<file path="src/rtl/tmr_cfg_pkg.sv">
package tmr_cfg_pkg;
  typedef struct packed {
    logic shift;
    logic scrub;
  } chainStrobe_t;

  typedef enum logic [1:0] {
    WIN_IDLE = 2'd0,
    WIN_OPEN = 2'd1,
    WIN_SHUT = 2'd2
  } winState_t;
endpackage

</file>
<file path="src/rtl/tmr_cfg_ctrl.sv">
module tmr_cfg_ctrl
  import tmr_cfg_pkg::*;
(
  input  logic         clk,
  input  logic         rstN,
  input  logic         loadWin,
  input  logic         shiftEn,
  output chainStrobe_t strb
);
  winState_t state, stateNxt;

  always_comb begin
    stateNxt = state;
    case (state)
      WIN_IDLE: if (loadWin)  stateNxt = WIN_OPEN;
      WIN_OPEN: if (!loadWin) stateNxt = WIN_SHUT;
      default:                stateNxt = WIN_SHUT;
    endcase
  end

  always_ff @(posedge clk or negedge rstN) begin
    if (!rstN) state <= WIN_IDLE;
    else       state <= stateNxt;
  end

  assign strb.shift = loadWin && shiftEn && (state != WIN_SHUT);
  assign strb.scrub = !strb.shift;


  shut_sticky_chk: assert property (@(posedge clk) disable iff (!rstN)
    (state == WIN_SHUT) |=> (state == WIN_SHUT) && !strb.shift);
endmodule

</file>
<file path="src/rtl/tmr_cfg_bank.sv">
module tmr_cfg_bank
  import tmr_cfg_pkg::*;
#(
  parameter int WIDTH = 8
) (
  input  logic             clk,
  input  logic             rstN,
  input  chainStrobe_t     strb,
  input  logic             serIn,
  output logic [WIDTH-1:0] voted,
  output logic             serOut,
  output logic             disagree
);
  logic [WIDTH-1:0] rep0, rep1, rep2;
  logic [WIDTH-1:0] shiftVal;

  assign voted    = (rep0 & rep1) | (rep0 & rep2) | (rep1 & rep2);
  assign disagree = |((rep0 ^ rep1) | (rep1 ^ rep2));
  assign serOut   = voted[WIDTH-1];

  generate
    if (WIDTH > 1) begin : g_wide
      assign shiftVal = {voted[WIDTH-2:0], serIn};
    end else begin : g_single
      assign shiftVal = serIn;
    end
  endgenerate

  always_ff @(posedge clk or negedge rstN) begin
    if (!rstN) begin
      rep0 <= '0;
      rep1 <= '0;
      rep2 <= '0;
    end else if (strb.shift) begin
      rep0 <= shiftVal;
      rep1 <= shiftVal;
      rep2 <= shiftVal;
    end else if (strb.scrub) begin
      rep0 <= voted;
      rep1 <= voted;
      rep2 <= voted;
    end
  end


  shift_move_chk: assert property (@(posedge clk) disable iff (!rstN)
    strb.shift |=> (voted[0] == $past(serIn)) &&
                   ((WIDTH < 2) || ((voted >> 1) == ($past(voted) & ~(WIDTH'(1) << (WIDTH-1))))));


  vote_hold_chk: assert property (@(posedge clk) disable iff (!rstN)
    !strb.shift |=> $stable(voted));
endmodule

</file>
<file path="src/rtl/tmr_cfg_datapath.sv">
module tmr_cfg_datapath
  import tmr_cfg_pkg::*;
#(
  parameter int CFG_W = 80,
  parameter int CAL_W = 128
) (
  input  logic             clk,
  input  logic             rstN,
  input  chainStrobe_t     strb,
  input  logic             cfgSerIn,
  input  logic             calSerIn,
  output logic [CFG_W-1:0] cfgOut,
  output logic [CAL_W-1:0] calOut,
  output logic             cfgSerOut,
  output logic             calSerOut,
  output logic             upsetSeen
);
  logic cfgDis, calDis;

  tmr_cfg_bank #(.WIDTH(CFG_W)) cfgBank (
    .clk(clk), .rstN(rstN), .strb(strb), .serIn(cfgSerIn),
    .voted(cfgOut), .serOut(cfgSerOut), .disagree(cfgDis)
  );

  tmr_cfg_bank #(.WIDTH(CAL_W)) calBank (
    .clk(clk), .rstN(rstN), .strb(strb), .serIn(calSerIn),
    .voted(calOut), .serOut(calSerOut), .disagree(calDis)
  );

  always_ff @(posedge clk or negedge rstN) begin
    if (!rstN) upsetSeen <= 1'b0;
    else       upsetSeen <= upsetSeen | cfgDis | calDis;
  end


  upset_sticky_chk: assert property (@(posedge clk) disable iff (!rstN)
    upsetSeen |=> upsetSeen);


  upset_set_chk: assert property (@(posedge clk) disable iff (!rstN)
    (cfgDis || calDis) |=> upsetSeen);
endmodule

</file>
<file path="src/rtl/tmr_cfg_chain.sv">
module tmr_cfg_chain
  import tmr_cfg_pkg::*;
#(
  parameter int NUM_CH   = 16,
  parameter int CFG_BITS = 5,
  parameter int CAL_BITS = 8,
  localparam int CFG_W   = NUM_CH * CFG_BITS,
  localparam int CAL_W   = NUM_CH * CAL_BITS
) (
  input  logic             clk,
  input  logic             rstN,
  input  logic             loadWin,
  input  logic             shiftEn,
  input  logic             cfgSerIn,
  input  logic             calSerIn,
  output logic [CFG_W-1:0] cfgOut,
  output logic [CAL_W-1:0] calOut,
  output logic             cfgSerOut,
  output logic             calSerOut,
  output logic             upsetSeen
);
  chainStrobe_t strb;

  tmr_cfg_ctrl ctrlI (
    .clk(clk), .rstN(rstN), .loadWin(loadWin), .shiftEn(shiftEn), .strb(strb)
  );

  tmr_cfg_datapath #(.CFG_W(CFG_W), .CAL_W(CAL_W)) dpI (
    .clk(clk), .rstN(rstN), .strb(strb),
    .cfgSerIn(cfgSerIn), .calSerIn(calSerIn),
    .cfgOut(cfgOut), .calOut(calOut),
    .cfgSerOut(cfgSerOut), .calSerOut(calSerOut),
    .upsetSeen(upsetSeen)
  );
endmodule

</file>
<file path="config.mk">
export PLATFORM = sky130hd
export DESIGN_NAME = tmr_cfg_chain
export DESIGN_NICKNAME = d
export VERILOG_FILES = /design/src/rtl/tmr_cfg_pkg.sv /design/src/rtl/tmr_cfg_ctrl.sv /design/src/rtl/tmr_cfg_bank.sv /design/src/rtl/tmr_cfg_datapath.sv /design/src/rtl/tmr_cfg_chain.sv
export SDC_FILE = /design/constraint.sdc
export NUM_CORES = 1
export LEC_CHECK = 0
export BUFFER_PORTS_ARGS = -buffer_cell sky130_fd_sc_hd__buf_2
export CAP_MARGIN = 0
export CORE_ASPECT_RATIO = 1.75
export CORE_MARGIN = 2
export CORE_UTILIZATION = 53
export CTS_BUF_LIST = sky130_fd_sc_hd__clkbuf_16
export CTS_CLUSTER_SIZE = 25
export DETAILED_ROUTE_END_ITERATION = 8
export HOLD_SLACK_MARGIN = 0.15
export PLACE_DENSITY = 0.8
export SYNTH_ARGS = -nofsm -noshare
export SYNTH_HDL_FRONTEND = slang
export SYNTH_HIERARCHICAL = 1
export SYNTH_SLANG_ARGS = --single-unit
</file>
<file path="constraint.sdc">
create_clock -name clk -period 1.7 [get_ports clk]
set_input_delay 0.085 -clock clk [delete_from_list [all_inputs] [get_ports clk]]
set_output_delay 0.085 -clock clk [all_outputs]
set_load 0.02 [all_outputs]
</file>
# --- Word level (Yosys, flattened, before mapping) ---
# Index checks and enable logic that the tools add are counted.
# Widths: inputs -> output; s select.
totals:
  reg_bits: 211
  latch_bits: 0
  ramBits: 0
  rom_bits: 0
  in_bits: 6
  output_inout_bits: 211
  word_cells: 31
  n_memories: 0
op_classes:
  n_addsub: 0
  mul: 0
  div: 0
  magnitude_cmp: 0
  n_eq_ne: 4
  n_shift: 0
  mux: 5
  bitwise: 12
  n_reduce_logical: 6
op_table:
  columns: ["cell", "count"]
  rows:
  - ["$or 128x128->128", 3]
  - ["$or 80x80->80", 3]
  - ["$and 128x128->128", 1]
  - ["$mux 128", 1]
  - ["$reduce_or 128->1", 1]
  - ["$xor 128x128->128", 1]
  - ["$and 80x80->80", 1]
  - ["$mux 80", 1]
  - ["$reduce_or 80->1", 1]
  - ["$xor 80x80->80", 1]
  - ["$ne 2x2->1 const B", 3]
  - ["$mux 2", 2]
  - ["$pmux 2 s2", 1]
  - ["$eq 2x1->1 const B", 1]
  - ["$logic_and 1x1->1", 2]
  - ["$logic_not 2->1", 1]
  - ["$or 1x1->1", 2]
  - ["$reduce_and 2->1", 1]

# --- Longest topological paths before layout ---
# Gate-level depths: netlist (run 1).
depth:
  depth_word: 5
  ltp_mapped: 5
  ltp_nobuf: 3

# --- Modules after synthesis ---
# The synthesis (run 1) kept the hierarchy.
by_module_without_submodules:
  columns: ["module", "n_inst", "cells_each", "area_each_um2", "seq_area_each_um2"]
  rows:
  - ["tmr_cfg_bank (dpI.calBank)", 1, 273, 4840.9, 3203.1]
  - ["tmr_cfg_bank (dpI.cfgBank)", 1, 172, 3393.3, 2001.9]
  - ["tmr_cfg_ctrl", 1, 9, 87.6, 50.0]
  - ["tmr_cfg_datapath", 1, 2, 31.3, 25.0]

# --- Worst setup path after synthesis (run 1) ---
# Ideal clock, no wire load.
synth_path:
  path_type: "reg2reg"
  from: "reg ctrlI.state[1]"
  to: "reg dpI.calBank.rep2[102]"
  setup_ns: 0.125
  arrival_time_ns: 1.351
  required_ns: 1.575
  slack_ns: 0.225
  stages_incl_launch_ff: 5
  n_path_buf: 2
  synth_period_minus_slack_ns: 1.475
  path_cell_list: "dfrtp_1 -> a21oi_1 -> clkbuf_8 -> buf_6 -> mux2_2"
synth_lines:
  columns: ["item", "line", "text"]
  rows:
  - ["start, declared", "tmr_cfg_ctrl.sv:10", "winState_t state, stateNxt;"]
  - ["start signal, assigned", "tmr_cfg_ctrl.sv:23", "else state <= stateNxt;"]
  - ["end signal, assigned", "tmr_cfg_bank.sv:37", "rep2 <= shiftVal;"]
  - ["end signal, assigned", "tmr_cfg_bank.sv:41", "rep2 <= voted;"]
  - ["end, declared", "tmr_cfg_bank.sv:14", "logic [WIDTH-1:0] rep0, rep1, rep2;"]

==> impl_metrics.ini, run 1 <==
[floorplan]
die_h_um = 170
initial_core_util_pct = 54.2
die-area_sq_um = 16800
die_w_um = 98.9
rows = 60
fp.coreArea_sq_um = 15400
io_pins = 217

[placed_design]
place_area_sq_um = 9510
dp_hpwl_um = 11200
pre_cts_slack_ns = 0.143
routabilityCongestion = 0.770
dp.cells = 845
io_buffer_count = 216

[run_status]
status = finished, final reports clean

[cells_and_area]
mostFrequentLayoutCell = buf_2
layoutNonFillerInstCount = 883
multi_input_area_sq_um = 2690
syn_to_final_growth_pct = 21.5
seqCellArea_sq_um = 5280
layout-drive-gt1-share_pct = 67.1
finalInstanceArea_sq_um = 10100
nets = 691
fillers = 1076
diodes = 0
layout_common_cells = 215 x buf_2, 211 x dfrtp_1, 128 x mux2_2

[timing]
timing.final.ws_setup_ns = 0.122
hold_violations = 0
drv_slew = 0
rsz0062_at_grt = no
finalSetupViolCount = 0
fin_worst_skew_ns = 0.00742
min_period_over_period_pct = 92.8
hold_slack_ns = 0.360
fin_crit_ns = 1.58
setup_tns_ns = 0
max_clock_freq_mhz = 634

[power_and_ir_drop]
power_density_nw_per_um2 = 903
p_leak_uw = 0.00573
ir_drop_mv = 0.794

[synthesis]
synth_nets = 461
netlist_area_sq_um = 8350
syn_avg_cell_area_sq_um = 18.3
syn_inst = 455
yosysWarnings = 6

[min_path]
min_path_type = input port to register
min_to = dpI/cfgBank/rep2[16]
hold_depth = 5
min_from = shiftEn

[global_route]
grt_pass1_vias = 4896
antenna_found_initial = 1
grt-ovfl-total = 0
grt_pass1_wl_um = 26000
grt_use_total_pct = 18.9
grt_start_max_net_pins = 66

[worst_setup_path]
worstPathCellList = a21oi_4 -> buf_12 -> mux2_2
endpoint_kind = register
r2r_cells = 3
cp_slowest_stage_delay_ns = 0.42
path_class = register to register
required_ns = 2.05
cp-start-kind = register
reg2reg_to = dpI/calBank/rep2[114]
crit_path_max_fanout = 65
r2r-start = ctrlI/state[1]
reg2reg_slack_ns = 0.12
slowest_stage = dfrtp_1
arrival_ns = 1.93

[clock_tree]
cts_sinks = 211
cts-resized-gates = 0
path_clk_slew_ns = 0.06
numCtsBuffers = 19
root_buffer = clkbuf_16
postCtsSetupRepairBufs = 0
clockBufferDepth = 3
insertion_delay_ns = 0.47
cts_tree = built
h-tree-depth = 1

[routing]
remaining_drc_errors = 0
postRouteAntennaNets = 0
routed_via_density = 5.19
vias = 4587
finalWirelength_um = 16000
drt_iter0_drc = 100
drtPass1Iterations = 4
wl_per_cell_um = 18.2

[run]
cap_violations = 0
## layer usage
layer / global-route usage, % / routed length (um)
met5: 0 / 0
met4: 6.91 / 493
met3: 2.83 / 856
met2: 32.8 / 8410
met1: 24.0 / 6270
## registers in the layout, indices dropped and copies added (netlist names)
signal	cells
dpI/cfgBank/rep2	80
ctrlI/state	2
dpI/calBank/rep2	128
dpI/upsetSeen	1
## area by class of cell
cell class,count,area share [%]
sequential,211,52.1
multi-input combinational,215,26.5
timing repair buffer,236,13.3
clock buffer,19,4.69
tap,186,2.30
clock inverter,14,1.00
inverter,2,0.0740
## metrics by stage
step	total power, uW	util [%]
final	9160	65.9
after global routing	9530	65.9
after CTS	9290	65.9
after detailed placement	5260	61.8
after global placement	5250	61.8
after floorplan	5130	-
## what timing repair did
action	CTS	global route
endpoints found under the setup margin	0	0
hold buffers	5	0
hold endpoints to repair	215	0
## critical path: cells and delay by family (launching register included)
family,cells,cell delay (ns)
AO/OA/AOI/OAI,1,0.22
buffers and inverters,1,0.35
multiplexers,1,0.39
flip-flops,1,0.42
## report_power, final
group | leakage [uW] | internal [uW] | total (uW) | switching, uW
Sequential | 0.00294 | 5020 | 5020 | 2.48
Combinational | 0.00251 | 36.3 | 144 | 108
Clock | 0.000286 | 2200 | 3990 | 1790
Total | 0.00573 | 7260 | 9160 | 1900
## how the worst max path moves through the flow
stage / startpoint / to / slack, ns
2_1_floorplan: ctrlI/state[1] / dpI/calBank/rep2[102] / 0.22
3_3_place_gp: ctrlI/state[1] / dpI/calBank/rep2[115] / 0.21
3_5_place_dp: ctrlI/state[1] / dpI/calBank/rep2[99] / 0.14
4_1_cts: ctrlI/state[1] / dpI/calBank/rep2[114] / 0.13
5_1_grt: ctrlI/state[1] / dpI/calBank/rep2[114] / 0.06
6_report: ctrlI/state[1] / dpI/calBank/rep2[114] / 0.12
No activity file was read; power rests on OpenSTA's default activity.
==> run 2, diff against run 1 <==
--- a/config.mk
+++ b/config.mk
@@ -9,12 +9,13 @@
 export CAP_MARGIN = 0
 export CORE_ASPECT_RATIO = 1.75
 export CORE_MARGIN = 2
-export CORE_UTILIZATION = 53
+export CORE_UTILIZATION = 48
 export CTS_BUF_LIST = sky130_fd_sc_hd__clkbuf_16
 export CTS_CLUSTER_SIZE = 25
 export DETAILED_ROUTE_END_ITERATION = 8
 export HOLD_SLACK_MARGIN = 0.15
-export PLACE_DENSITY = 0.8
+export PLACE_DENSITY = 0.76
+export REMOVE_ABC_BUFFERS = 1
 export SYNTH_ARGS = -nofsm -noshare
 export SYNTH_HDL_FRONTEND = slang
 export SYNTH_HIERARCHICAL = 1
==> constraint.sdc (replaced) <==
create_clock -name clk -period 1.4 [get_ports clk]
set_input_delay 0.07 -clock clk [delete_from_list [all_inputs] [get_ports clk]]
set_output_delay 0.07 -clock clk [all_outputs]
set_load 0.02 [all_outputs]
==> impl_metrics.ini, run 2 (same netlist as run 1, synthesis figures left out) <==
[routing]
postRouteAntennaNets = 0
remaining_drc_errors = 0
finalWirelength_um = 17000
wl_per_cell_um = 18.1
drt_iter0_drc = 172
drtPass1Iterations = 4
vias = 4661
routed_via_density = 4.95

[timing]
min_period_over_period_pct = 105
hold_violations = 0
rsz0062_at_grt = yes
fin_worst_skew_ns = 0.00689
timing.final.ws_setup_ns = -0.0702
finalSetupViolCount = 178
fin_crit_ns = 1.47
max_clock_freq_mhz = 680
drv_slew = 0

[worst_setup_path]
cp-start-kind = register
worstPathCellList = a21oi_4 -> buf_4 -> buf_16 -> buf_4 -> mux2_2
r2r-start = ctrlI/state[1]
cp_slowest_stage_delay_ns = 0.40
arrival_ns = 1.84
crit_top_cell = buf_4
slowest_stage = dfrtp_1
startpoint = ctrlI/state[1]
path_class = register to register
critical_path_buf_inv_count = 3
required_ns = 1.77
crit_path_max_fanout = 11
endpoint_kind = register
critical_path.top_delay_family = buffers and inverters

[clock_tree]
insertion_delay_ns = 0.48
path_clk_slew_ns = 0.06
clockBufferDepth = 3
h-tree-depth = 1
cts_sinks = 211
cts_tree = built
numCtsBuffers = 20
root_buffer = clkbuf_16

[run_status]
status = complete, but fails checks
violations = negative setup slack

[placed_design]
pre_cts_slack_ns = -0.115
io_buffer_count = 216
routabilityCongestion = 0.790
dp_hpwl_um = 11900

[min_path]
min_path_type = input port to register
min_from = cfgSerIn

[global_route]
grt_pass1_vias = 5132
grt_pass1_wl_um = 27300
grt_use_total_pct = 18.2
grt-ovfl-total = 0
antenna_found_initial = 0
grt_start_max_net_pins = 50

[floorplan]
initial_core_util_pct = 49.0
fp.coreArea_sq_um = 17000
die-area_sq_um = 18500
die_w_um = 104
rows = 63
io_pins = 217
die_h_um = 178

[cells_and_area]
layout-drive-gt1-share_pct = 67.9
largest_reg_flops = 128
diodes = 0
top_regs = dpI/calBank/rep2 (128), dpI/cfgBank/rep2 (80), ctrlI/state (2)
nets = 707
mostFrequentLayoutCell = buf_2
fillers = 1306
syn_to_final_growth_pct = 25.5
layout_common_cells = 215 x buf_2, 211 x dfrtp_1, 123 x mux2_2
largest-register = dpI/calBank/rep2

[power_and_ir_drop]
p_leak_uw = 0.00589
power_density_nw_per_um2 = 1100
ir_drop_mv = 0.934
p_total_uw = 11600

[run]
cap_violations = 0
[run 2: changes by cell type in the layout (fill, tap and decap cells not counted)]
cell / delta
buf_4: +9
mux2_2: -5
mux2_4: +5
buf_12: +4
clkinvlp_4: -4
buf_16: +2
clkbuf_16: +2
clkinv_2: +2
bufinv_16: +1
inv_2: +1
[run 2: layout make-up]
| type | instances | area [sq um] | share of cell area [%] |
|---|---|---|---|
| inverters | 2 | 7.51 | 0.0717 |
| repair buffers | 251 | 1560 | 14.8 |
| clock buffers | 21 | 526 | 5.02 |
| flip-flops and latches | 211 | 5280 | 50.4 |
| clock inverters | 14 | 115 | 1.10 |
| well taps | 227 | 284 | 2.71 |
| multi-input cells | 215 | 2710 | 25.9 |
[run 2: through the flow]
stage	std cells	utilization (%)	TNS (ns)	area, sq um	hold WS (ns)
after CTS	941	61.5	-7.46	10500	0.345
after floorplan	428	-	-2650.18	7970	-0.226
final	941	61.5	-5.98	10500	0.361
after detailed placement	898	57.1	-12.93	9720	0.0686
after global routing	941	61.5	-16.66	10500	0.355
after global placement	898	57.1	-9.15	9720	0.0574
[run 2: per-layer routing]
layer	part of all wire, %	GRT usage [%]
met1	36	20.3
met2	55	34.0
met3	5.0	3.22
met4	3.7	8.28
met5	0	0
[run 2: power by group]
part / switching (uW) / internal, uW / total [uW]
Clock: 2200 / 3080 / 5280
Sequential: 2.82 / 6100 / 6100
Combinational: 136 / 54.9 / 190
[run 2: what timing repair did]
item / in CTS / in global routing
gates cloned: 1 / 0
hold endpoints to repair: 215 / 0
setup buffers: 2 / 0
resized for setup: 5 / 3
endpoints found under the setup margin: 204 / 204
pin swaps: 1 / 0
hold buffers: 5 / 0
[run 2: final timing paths]
kind / slack, ns / to / cells past startpoint
worst max-delay path: -0.07 / dpI/calBank/rep2[73] / 5
worst min-delay path: 0.36 / dpI/cfgBank/rep2[0] / 3
worst max register to register: -0.07 / dpI/calBank/rep2[73] / 5
worst min register to register: 0.47 / dpI/upsetSeen / 1
max in group asynchronous: 0.17 / dpI/cfgBank/rep2[59] / 4
min in group asynchronous: 0.66 / dpI/calBank/rep2[6] / 3
[run 2: worst reg2reg max path, cell delays in order, from the launching register on]
cell and delay (ns):
dfrtp_1 0.40, a21oi_4 0.17, buf_4 0.16, buf_16 0.14
buf_4 0.15, mux2_2 0.33
==> run 3, diff against run 2 <==
--- a/config.mk
+++ b/config.mk
@@ -8,7 +8,6 @@
 export BUFFER_PORTS_ARGS = -buffer_cell sky130_fd_sc_hd__buf_2
 export CAP_MARGIN = 0
 export CORE_ASPECT_RATIO = 1.75
-export CORE_MARGIN = 2
 export CORE_UTILIZATION = 48
 export CTS_BUF_LIST = sky130_fd_sc_hd__clkbuf_16
 export CTS_CLUSTER_SIZE = 25
==> constraint.sdc (replaced) <==
create_clock -name clk -period 1.4 [get_ports clk]
set_input_delay 0.07 -clock clk [delete_from_list [all_inputs] [get_ports clk]]
set_output_delay 0.07 -clock clk [all_outputs]
set_load 0.05 [all_outputs]
==> impl_metrics.ini, run 3 (same netlist as run 1, synthesis figures left out) <==
[floorplan]
io_pins = 217
initial_core_util_pct = 49.2
die_h_um = 176
die_w_um = 102
fp.coreArea_sq_um = 16900
die-area_sq_um = 17900
rows = 63

[worst_setup_path]
critical_path_buf_inv_count = 3
path_class = register to register
critical_path.top_delay_family = buffers and inverters
cp-start-kind = register
cp_slowest_stage_delay_ns = 0.42
r2r-start = ctrlI/state[1]
arrival_ns = 1.87
worstPathCellList = a21oi_4 -> buf_6 -> clkbuf_16 -> clkbuf_16 -> mux2_4
r2r_cells = 5
crit_top_cell = clkbuf_16
crit_path_max_fanout = 8
required_ns = 1.77
reg2reg_slack_ns = -0.09
endpoint_kind = register
slowest_stage = dfrtp_1
reg2reg_to = dpI/cfgBank/rep2[78]

[power_and_ir_drop]
power_density_nw_per_um2 = 1030
ir_drop_mv = 0.958
p_leak_uw = 0.00620

[min_path]
min_to = dpI/calBank/rep2[0]
min_from = calSerIn
min_path_type = input port to register
hold_depth = 3

[routing]
postRouteAntennaNets = 0
drtPass1Iterations = 4
vias = 4882
finalWirelength_um = 18900
remaining_drc_errors = 0
routed_via_density = 5.04
wl_per_cell_um = 19.5
drt_iter0_drc = 77

[placed_design]
routabilityCongestion = 0.761
dp_hpwl_um = 12200
io_buffer_count = 216
pre_cts_slack_ns = -0.0900

[clock_tree]
clockBufferDepth = 3
h-tree-depth = 1
cts_sinks = 211
path_clk_slew_ns = 0.07
cts_tree = built
root_buffer = clkbuf_16
insertion_delay_ns = 0.49
numCtsBuffers = 20

[timing]
fin_worst_skew_ns = 0.00867
drv_slew = 0
finalSetupViolCount = 199
hold_violations = 0
setup_tns_ns = -12.31
hold_slack_ns = 0.351
rsz0062_at_grt = yes
fin_crit_ns = 1.49
timing.final.ws_setup_ns = -0.0940
min_period_over_period_pct = 107
max_clock_freq_mhz = 669

[cells_and_area]
seqCellArea_sq_um = 5280
syn_to_final_growth_pct = 36.4
largest_reg_flops = 128
nets = 734
layout-drive-gt1-share_pct = 69.3
layout_common_cells = 215 x buf_2, 211 x dfrtp_1, 177 x mux2_4
largest-register = dpI/calBank/rep2
multi_input_area_sq_um = 3050
fillers = 1101
mostFrequentLayoutCell = buf_2
top_regs = dpI/calBank/rep2 (128), dpI/cfgBank/rep2 (80), ctrlI/state (2)
diodes = 0

[run_status]
violations = negative setup slack
status = complete, but fails checks

[global_route]
grt_pass1_wl_um = 27100
antenna_found_initial = 0
grt_pass1_vias = 5039
grt_use_total_pct = 19.2
grt-ovfl-total = 0
grt_start_max_net_pins = 57

[run]
cap_violations = 0
-- run 3: changes by cell type in the layout (fill, tap and decap cells not counted), sizes merged --
| cell | delta |
|---|---|
| clkinvlp | +3 |
| inv | -4 |
| buf | +16 |
| clkinv | +2 |
| clkbuf | +11 |
-- run 3: cell type report --
class,count,share of cell area [%]
Tap cell,227,2.50
Clock buffer,21,4.62
Timing Repair Buffer,278,18.4
Sequential cell,211,46.4
Inverter,2,0.0660
Multi-Input combinational cell,215,26.8
Clock inverter,15,1.18
-- run 3: power breakdown --
group | internal, uW | leakage, uW | switching [uW]
combinational | 57.3 | 0.00294 | 145
clock | 3110 | 0.000323 | 2310
sequential | 6100 | 0.00294 | 3.21
-- run 3: repair_timing --
action | CTS | global route
hold endpoints to repair | 215 | 0
hold buffers | 5 | 0
resized for setup | 31 | 100
gates cloned | 0 | 14
setup endpoints to repair | 201 | 223
pin swaps | 0 | 1
buffers inserted | 2 | 3
-- run 3: worst max path at each step --
stage	startpoint	to	slack, ns	depth (start not counted)
final	ctrlI/state[1]	dpI/cfgBank/rep2[78]	-0.09	5
after detailed placement	ctrlI/state[1]	dpI/calBank/rep2[78]	-0.09	4
after CTS	ctrlI/state[1]	dpI/calBank/rep2[78]	-0.11	4
after global routing	ctrlI/state[0]	dpI/calBank/rep2[6]	-0.14	6
after floorplan	ctrlI/state[1]	dpI/calBank/rep2[0]	-12.82	2
after global placement	ctrlI/state[1]	dpI/calBank/rep2[78]	-0.05	4
-- run 3: metal layers --
layer	wire length (um)	share of wire [%]	GRT usage, %	up-vias
met1	6800	36	21.3	2547
met4	660	3.5	8.51	0
met2	10600	56	35.2	154
met3	818	4.3	3.25	45
met5	0	0	0	-
li1	-	-	-	2136
-- run 3: worst reg2reg max path, delay by kind of cell, from the launching register on --
family,cells,cell delay (ns)
buffers and inverters,3,0.49
multiplexers,1,0.30
flip-flops,1,0.42
AO/OA/AOI/OAI,1,0.17
-- run 3: through the flow --
step                total power, uW  cells  cell area, sq um  utilization (%)
floorplan                      6240    428              7970                -
finish                        11700    969             11400             67.1
global route                  12100    969             11400             67.1
detailed placement             6410    909              9810             57.9
global placement               6400    909              9810             57.9
CTS                           11800    952             10700             62.9
